**config.mk**
```make
export PLATFORM = sky130hd
export DESIGN_NAME = zc_predictor
export DESIGN_NICKNAME = d
export VERILOG_FILES = /design/src/rtl/zcp_pkg.sv /design/src/rtl/zcp_deglitch.sv /design/src/rtl/zcp_condition.sv /design/src/rtl/zcp_tracker.sv /design/src/rtl/zc_predictor.sv
export SDC_FILE = /design/constraint.sdc
export NUM_CORES = 1
export LEC_CHECK = 0
export BUFFER_PORTS_ARGS = -buffer_cell sky130_fd_sc_hd__buf_4
export CAP_MARGIN = 10
export CORE_MARGIN = 2
export CORE_UTILIZATION = 57
export CTS_CLUSTER_SIZE = 30
export DETAILED_ROUTE_END_ITERATION = 8
export PLACE_DENSITY_LB_ADDON = 0.05
export SETUP_SLACK_MARGIN = 0.3
export SYNTH_ARGS = -nofsm -noshare
export SYNTH_HDL_FRONTEND = slang
export SYNTH_HIERARCHICAL = 1
export SYNTH_SLANG_ARGS = --single-unit
```
**constraint.sdc**
```tcl
create_clock -name clk -period 10.7 [get_ports clk]
set_clock_uncertainty 0.2 [all_clocks]
set_input_delay 2.14 -clock clk [delete_from_list [all_inputs] [get_ports clk]]
set_output_delay 2.14 -clock clk [all_outputs]
set_load 0.01 [all_outputs]
```
**src/rtl/zcp_pkg.sv**
```systemverilog
package zcp_pkg;

    localparam int HOLD_W = 7;

    // Configuration word; bit order is the write-port layout.
    typedef struct packed {
        logic              cap_b_en;
        logic              cap_a_en;
        logic [HOLD_W-1:0] hold;
        logic              filt_off;
        logic              halve;
        logic              invert;
        logic              pick_desc;
        logic              one_kind;
    } zc_cfg_t;

    localparam int CFG_W = $bits(zc_cfg_t);

    localparam zc_cfg_t CFG_RESET = '{
        cap_b_en: 1'b0, cap_a_en: 1'b0, hold: 7'd8, filt_off: 1'b0,
        halve: 1'b0, invert: 1'b0, pick_desc: 1'b0, one_kind: 1'b0
    };

    // Segment events from the conditioning stage.
    typedef struct packed {
        logic start;     // a pulse begins
        logic stop;      // a pulse ends
        logic low_seg;   // the segment just ended was a low phase
    } seg_evt_t;

    function automatic logic hold_reached(input logic [HOLD_W-1:0] cnt,
                                          input logic [HOLD_W-1:0] hold);
        return ({1'b0, cnt} + {{HOLD_W{1'b0}}, 1'b1}) >= {1'b0, hold};
    endfunction

endpackage

```
**src/rtl/zcp_deglitch.sv**
```systemverilog
module zcp_deglitch
    import zcp_pkg::*;
(
    input  logic              clk,
    input  logic              rst,
    input  logic              raw,
    input  logic              bypass,
    input  logic [HOLD_W-1:0] hold,
    output logic              level
);
    logic s1, s2;
    logic [HOLD_W-1:0] cnt;

    always_ff @(posedge clk) begin
        if (rst) begin
            s1    <= 1'b0;
            s2    <= 1'b0;
            level <= 1'b0;
            cnt   <= '0;
        end else begin
            s1 <= raw;
            s2 <= s1;
            if (bypass) begin
                level <= s2;
                cnt   <= '0;
            end else if (s2 == level) begin
                cnt <= '0;
            end else if (hold_reached(cnt, hold)) begin
                level <= s2;
                cnt   <= '0;
            end else begin
                cnt <= cnt + 1'b1;
            end
        end
    end

    AST_STILL_INPUT: assert property (@(posedge clk) disable iff (rst)
        (!bypass && s2 == level) |=> $stable(level));

endmodule

```
**src/rtl/zcp_condition.sv**
```systemverilog
module zcp_condition
    import zcp_pkg::*;
(
    input  logic     clk,
    input  logic     rst,
    input  logic     level,
    input  logic     invert,
    input  logic     halve,
    output logic     cond,
    output seg_evt_t evt
);
    logic c_q, rise, fall;

    assign cond = level ^ invert;
    assign rise = cond & ~c_q;
    assign fall = ~cond & c_q;

    always_ff @(posedge clk) begin
        if (rst) c_q <= 1'b0;
        else     c_q <= cond;
    end

    always_comb begin
        evt.start   = halve ? (rise | fall) : rise;
        evt.stop    = halve ? (rise | fall) : fall;
        evt.low_seg = ~c_q;
    end

endmodule

```
**src/rtl/zcp_tracker.sv**
```systemverilog
module zcp_tracker
    import zcp_pkg::*;
#(
    parameter int TIME_W  = 32,
    parameter int PER_MIN = 900,
    parameter int PER_MAX = 1320
) (
    input  logic              clk,
    input  logic              rst,
    input  logic [TIME_W-1:0] now,
    input  seg_evt_t          evt,
    input  logic              halve,
    input  logic              one_kind,
    input  logic              pick_desc,
    output logic              flag,
    output logic [TIME_W-1:0] flag_time
);
    localparam logic [TIME_W-1:0] LO = TIME_W'(PER_MIN);
    localparam logic [TIME_W-1:0] HI = TIME_W'(PER_MAX);

    logic [TIME_W-1:0] st, last_mid, per_est, pred, mid, per;
    logic st_v, mid_v, locked, nk, par;
    logic kind_m, good, hit, report;

    always_comb begin
        mid    = st + ((now - st) >> 1);
        per    = mid - last_mid;
        kind_m = halve ? evt.low_seg : par;
        good   = mid_v && (per >= LO) && (per <= HI);
        hit    = locked && (now == pred);
        report = hit && (!one_kind || (nk == pick_desc));
    end

    always_ff @(posedge clk) begin
        if (rst) begin
            st <= '0; last_mid <= '0; per_est <= '0; pred <= '0;
            st_v <= 1'b0; mid_v <= 1'b0; locked <= 1'b0;
            nk <= 1'b0; par <= 1'b0;
            flag <= 1'b0; flag_time <= '0;
        end else begin
            flag <= report;
            if (report) flag_time <= now;

            if (evt.stop && st_v) begin
                last_mid <= mid;
                mid_v    <= 1'b1;
                par      <= ~par;
                if (good) begin
                    per_est <= per;
                    locked  <= 1'b1;
                    pred    <= mid + per;
                    nk      <= ~kind_m;
                end else if (locked) begin
                    pred <= mid + per_est;
                    nk   <= ~kind_m;
                end
            end else if (hit) begin
                pred <= pred + per_est;
                nk   <= ~nk;
            end

            if (evt.start) begin
                st   <= now;
                st_v <= 1'b1;
            end
        end
    end

    AST_FLAG_SINGLE: assert property (@(posedge clk) disable iff (rst)
        flag |=> !flag);
    AST_FLAG_NEEDS_LOCK: assert property (@(posedge clk) disable iff (rst)
        flag |-> locked);
    AST_EST_WINDOW: assert property (@(posedge clk) disable iff (rst)
        locked |-> (per_est >= LO && per_est <= HI));

endmodule

```
**src/rtl/zc_predictor.sv**
```systemverilog
module zc_predictor
    import zcp_pkg::*;
#(
    parameter int TIME_W  = 32,
    parameter int P50_CYC = 1200,
    parameter int P60_CYC = 1000
) (
    input  logic              clk,
    input  logic              rst,
    input  logic              zc_in,
    input  logic              peak_a_evt,
    input  logic              peak_b_evt,
    input  logic              cfg_we,
    input  logic [CFG_W-1:0]  cfg_wdata,
    output logic              zc_flag,
    output logic [TIME_W-1:0] xing_time,
    output logic [TIME_W-1:0] peak_stamp,
    output logic              cond_level,
    output logic [CFG_W-1:0]  cfg_rdata
);
    localparam int PER_MIN = (P60_CYC * 9) / 10;
    localparam int PER_MAX = (P50_CYC * 11) / 10;

    zc_cfg_t           cfg_q;
    logic [TIME_W-1:0] now;
    logic              level;
    seg_evt_t          evt;
    logic              cap;

    always_ff @(posedge clk) begin
        if (rst)         cfg_q <= CFG_RESET;
        else if (cfg_we) cfg_q <= zc_cfg_t'(cfg_wdata);
    end

    always_ff @(posedge clk) begin
        if (rst) now <= '0;
        else     now <= now + 1'b1;
    end

    assign cap = (peak_a_evt && cfg_q.cap_a_en) || (peak_b_evt && cfg_q.cap_b_en);

    always_ff @(posedge clk) begin
        if (rst)      peak_stamp <= '0;
        else if (cap) peak_stamp <= xing_time;
    end

    assign cfg_rdata = cfg_q;

    zcp_deglitch u_deglitch (
        .clk(clk), .rst(rst), .raw(zc_in), .bypass(cfg_q.filt_off),
        .hold(cfg_q.hold), .level(level)
    );

    zcp_condition u_condition (
        .clk(clk), .rst(rst), .level(level), .invert(cfg_q.invert),
        .halve(cfg_q.halve), .cond(cond_level), .evt(evt)
    );

    zcp_tracker #(.TIME_W(TIME_W), .PER_MIN(PER_MIN), .PER_MAX(PER_MAX)) u_tracker (
        .clk(clk), .rst(rst), .now(now), .evt(evt), .halve(cfg_q.halve),
        .one_kind(cfg_q.one_kind), .pick_desc(cfg_q.pick_desc),
        .flag(zc_flag), .flag_time(xing_time)
    );

    AST_PEAK_HOLD: assert property (@(posedge clk) disable iff (rst)
        !cap |=> $stable(peak_stamp));
    AST_CFG_HOLD: assert property (@(posedge clk) disable iff (rst)
        !cfg_we |=> $stable(cfg_rdata));

endmodule

```
==> flow_results.org <==
** Run status
- The run finished with clean final reports.

** Floorplanning
- Overall die height :: about 180 um
- The initialized floorplan defines between 60 and 70 standard-cell rows.
- The die covers between 30000 and 40000 um^2.
- Die outline width :: between 150 and 200 um
- IO Pins :: 100
- Area of the core :: 31700 um^2
- Initial core utilization :: 0.580

** Placed design
- Cell total after placement :: between 2000 and 3000
- After detailed placement, the total cell area comes to 20300 um^2.
- Placed wire-length estimate :: about 39000 um
- Routability Congestion :: between 0.9 and 1
- Input/output buffers :: between 90 and 100

** Worst setup path
- CP arrival :: between 10 and 15 ns
- The worst setup path is of the flip-flop to flip-flop kind.
- STA puts the critical path data required time at 10.91 ns.
- The slowest stage of the critical path is the a311o_1 cell.
- Critical Path Sink Type :: flip-flop
- CP max FO :: 8
- By instance count, the cell type seen most on the critical path is buf_4.
- The largest single stage delay on the critical path is 0.41 ns.
- Register-to-register setup slack :: 0.59 ns
- The worst setup path is launched from a flip-flop.

** CTS
- The number of clock buffers added by TritonCTS is 30.
- CTS tree :: built
- After clock tree synthesis, the clock-pin slew on the worst setup and hold paths is about 0.06 ns.
- TritonCTS Sinks :: between 200 and 300
- The clock reaches the later pin of the worst-skew pair after around 0.58 ns.
- The number of hold buffers added after CTS was 0.
- Clock Root Buffer :: clkbuf_16
- In this run the deepest clock path goes through 3 buffers.
- Maximum level of the CTS H-tree :: 1

** Synth
- Commonest register cell after synthesis :: dfxtp_1
- Counting distinct cell types in the post-synthesis netlist gives 88.
- Yosys mapped a number of flops with a built-in enable equal to 0.
- Ranking of synthesized cells by instance count :: dfxtp_1 (255), nor2_1 (241), nand2_1 (231)
- By area, the combinational part of the netlist is dominated by simple AND/OR/NAND/NOR gates.
- Synth top area cells :: dfxtp_1 (28%), ha_1 (11%), a21oi_1 (5.9%)
- After synthesis the cells add up to approximately 18000 um^2.
- After synthesis, the share of cell area in mux cells is 0.0579.
- The most common cell in the synthesized netlist is dfxtp_1.
- The share of synthesized area in the top cell type comes to 0.277.
- Of the synthesized area, sequential elements account for 0.277.
- Summed over all instances, the cell type with the most area after synthesis is dfxtp_1.
- A synthesized cell averages between 7 and 8 um^2.
- After synthesis the netlist holds a flip-flop and latch count of 255.
- Of all flip-flops after synthesis, the portion carrying an async set or reset was 0.
- Xor-xnor portion of the synthesized cell area :: 0.0823
- After technology mapping, the gate count stands at between 2000 and 2500.
- Yosys warning count :: 6
- Net count of the mapped netlist :: 2505
- Compound-gate portion of the synthesized area :: 0.206
- Simple-Gate Fraction of Synth Area :: 0.214
- Of the total synthesized cell area, the portion taken by full adders, half adders and majority gates is 0.117.

** STA
- Final period utilization :: 0.944
- Final period demand of the worst path :: slightly above 10 ns
- Relative slew slack :: 0.232
- Setup repair after global routing left no endpoint under its margin.
- Worst hold slack across all endpoints :: approximately 0.25 ns
- Highest Clock Rate :: 0.0990 GHz
- Adding up every negative setup slack in the final design gives 0 ns.
- The final number of hold-violating endpoints is 0.
- The total count of max-transition violations in the final report came to 0.
- Final setup violating endpoints :: 0
- Measured slew at the worst slew-check pin :: about 1.2 ns

** Pwr
- Net switching fraction of the power :: 0.344
- Leakage power :: approximately 9.7 nW
- Internal Dissipation :: 2.04 mW
- Of the total power, combinational logic draws 0.360.
- Proportion of power drawn by the clock network :: 0.330
- Worst IR drop on VDD :: 0.169 mV
- Flop pwr share :: 0.310
- Power Dens Cells :: between 100 and 150 nW/um^2
- Net Sw Power :: roughly 1.1 mW

** GRT
- The initial antenna violation count is 0.
- The via count of the first global-routing pass is roughly 17000.
- The total overflow left after global routing is 0.
- Entering global routing, the biggest net connects 102 pins.
- For this run, the total global-route usage over all layers was measured as 0.302.
- Wire length of the first global-routing pass :: between 80000 and 90000 um

** Drt
- In the final routed layout, each cell accounts on average for ~18 um.
- Summed over all layers, the routed wires come to about 53000 um.
- Count of antenna-violating nets left after detailed routing :: 0
- After detailed routing, the number of vias per cell comes to between 5 and 6.
- The first detailed-routing pass ran for 5 iterations.
- After the first detailed-routing iteration, the DRC count stood at about 1300.
- After detailed routing, the number of remaining DRC violations is 0.
- Summing over every cut layer, the via total after detailed routing is between 15000 and 20000.

** Cells and area
- Antenna fix cells :: 0
- The area growth from synthesis to layout is 20.2%.
- At the end of the flow the core is filled with cells to 0.697.
- Of the cells placed in the final design, the portion with a size suffix greater than 1 is 0.179.
- For this run, the post-layout net count is around 2700.
- The count of cells in the finished layout, fillers not included, comes to roughly 3000.
- Final Cell Area :: 22100 um^2

** Worst hold path
- The min-delay analysis places its worst path in the category flip-flop to flip-flop.

** Flow run
- The tool flagged a number of max-cap violations equal to 0.
final cells by class:
cell class,instances,area (um^2)
Sequential cell,255,5110
Timing Repair Buffer,253,1930
Multi-Input combinational cell,1851,13100
Clock buffer,40,838
Inverter,129,484
Clock inverter,15,164
Fill cell,2618,9600
Tap cell,402,503
state kept, by name (all words and copies together), names as in the netlist, 7 cells and up:
name,count
now,32
peak_stamp,32
u_tracker/flag_time,32
u_tracker/last_mid,32
u_tracker/per_est,32
u_tracker/pred,32
u_tracker/st,32
cfg_rdata,14
u_deglitch/cnt,7
metrics by stage:
step,setup WS (ns),power [mW]
floorplan,0.469,1.66
global placement,0.214,1.98
detailed placement,-0.0645,1.98
CTS,0.306,3.03
global route,0.164,3.25
finish,0.595,3.11
critical path: cells and delay by family (launching register included):
family | cells | cell delay, ns
multiplexers | 1 | 0.33
adder cells (fa/ha/maj) | 4 | 1.38
XOR/XNOR | 3 | 0.47
buffers and inverters | 8 | 1.16
flip-flops | 1 | 0.37
AND/OR/NAND/NOR | 6 | 1.15
AO/OA/AOI/OAI | 26 | 4.89
logic make-up (layout without fill, tap and decap cells):
group | count (synthesis) | count (layout)
XOR/XNOR | 173 | 173
adder cells (fa/ha/maj) | 169 | 169
multiplexers | 105 | 105
flip-flops | 255 | 255
buffers and inverters | 210 | 437
AND/OR/NAND/NOR | 816 | 816
AO/OA/AOI/OAI | 588 | 588
placed cells by master, fill, tap and decap left out, types with 10 or more instances in the layout:
| cell type | synthesis | final |
|---|---|---|
| buf_4 | 1 | 247 |
| o21bai_1 | 16 | 15 |
| o21a_1 | 22 | 22 |
| o211ai_1 | 21 | 21 |
| inv_1 | 129 | 129 |
| nand4_1 | 19 | 19 |
| clkbuf_16 | 0 | 30 |
| or4_1 | 11 | 11 |
| nand3_1 | 50 | 50 |
| and3_1 | 19 | 18 |
| nor3_1 | 43 | 39 |
| nor2b_1 | 52 | 50 |
| nand2_1 | 231 | 224 |
| mux2i_1 | 93 | 92 |
| ha_1 | 164 | 147 |
| a21o_1 | 59 | 59 |
| dfxtp_1 | 255 | 249 |
| o31ai_1 | 16 | 15 |
| a21oi_1 | 218 | 201 |
| and2_1 | 37 | 36 |
| nand2b_1 | 25 | 25 |
| o21ai_0 | 83 | 64 |
| a211oi_1 | 36 | 28 |
| nor4_1 | 16 | 15 |
| nor2_1 | 241 | 236 |
| a21oi_2 | 1 | 16 |
| xor2_1 | 69 | 68 |
| a31oi_1 | 17 | 16 |
| xnor2_1 | 104 | 101 |
| or3_1 | 24 | 22 |
| o21ai_1 | 1 | 12 |
| ha_4 | 0 | 10 |
layer usage:
metal / part of all wire / track usage / wire length (um)
met3: 0.048 / 0.0265 / 2560
met5: 0 / 0 / 0
met4: 0.035 / 0.103 / 1880
met1: 0.44 / 0.398 / 23600
met2: 0.47 / 0.518 / 25300
path summary, 6_finish.rpt:
check	startpoint	to	cells after the start
worst min register to register	peak_stamp[8]	peak_stamp[8]	2
worst min-delay path	peak_stamp[8]	peak_stamp[8]	2
worst max register to register	u_tracker/st[5]	u_tracker/pred[31]	48
worst max-delay path	u_tracker/st[5]	u_tracker/pred[31]	48
timing repair:
| action | 4_1_cts | 5_1_grt |
|---|---|---|
| setup buffers | 3 | 21 |
| endpoints found under the setup margin | 9 | 21 |
| pin swaps | 6 | 80 |
| gates resized for setup | 23 | 117 |
power by group through the flow:
stage	Sequential [mW]	Combinational [mW]	Clock [mW]
after floorplan	0.985	0.672	0
after global placement	0.983	0.993	0
after detailed placement	0.983	0.996	0
after CTS	0.962	1.02	1.05
after global routing	0.963	1.20	1.08
final	0.963	1.12	1.03
Power figures use the tool's default switching activity.
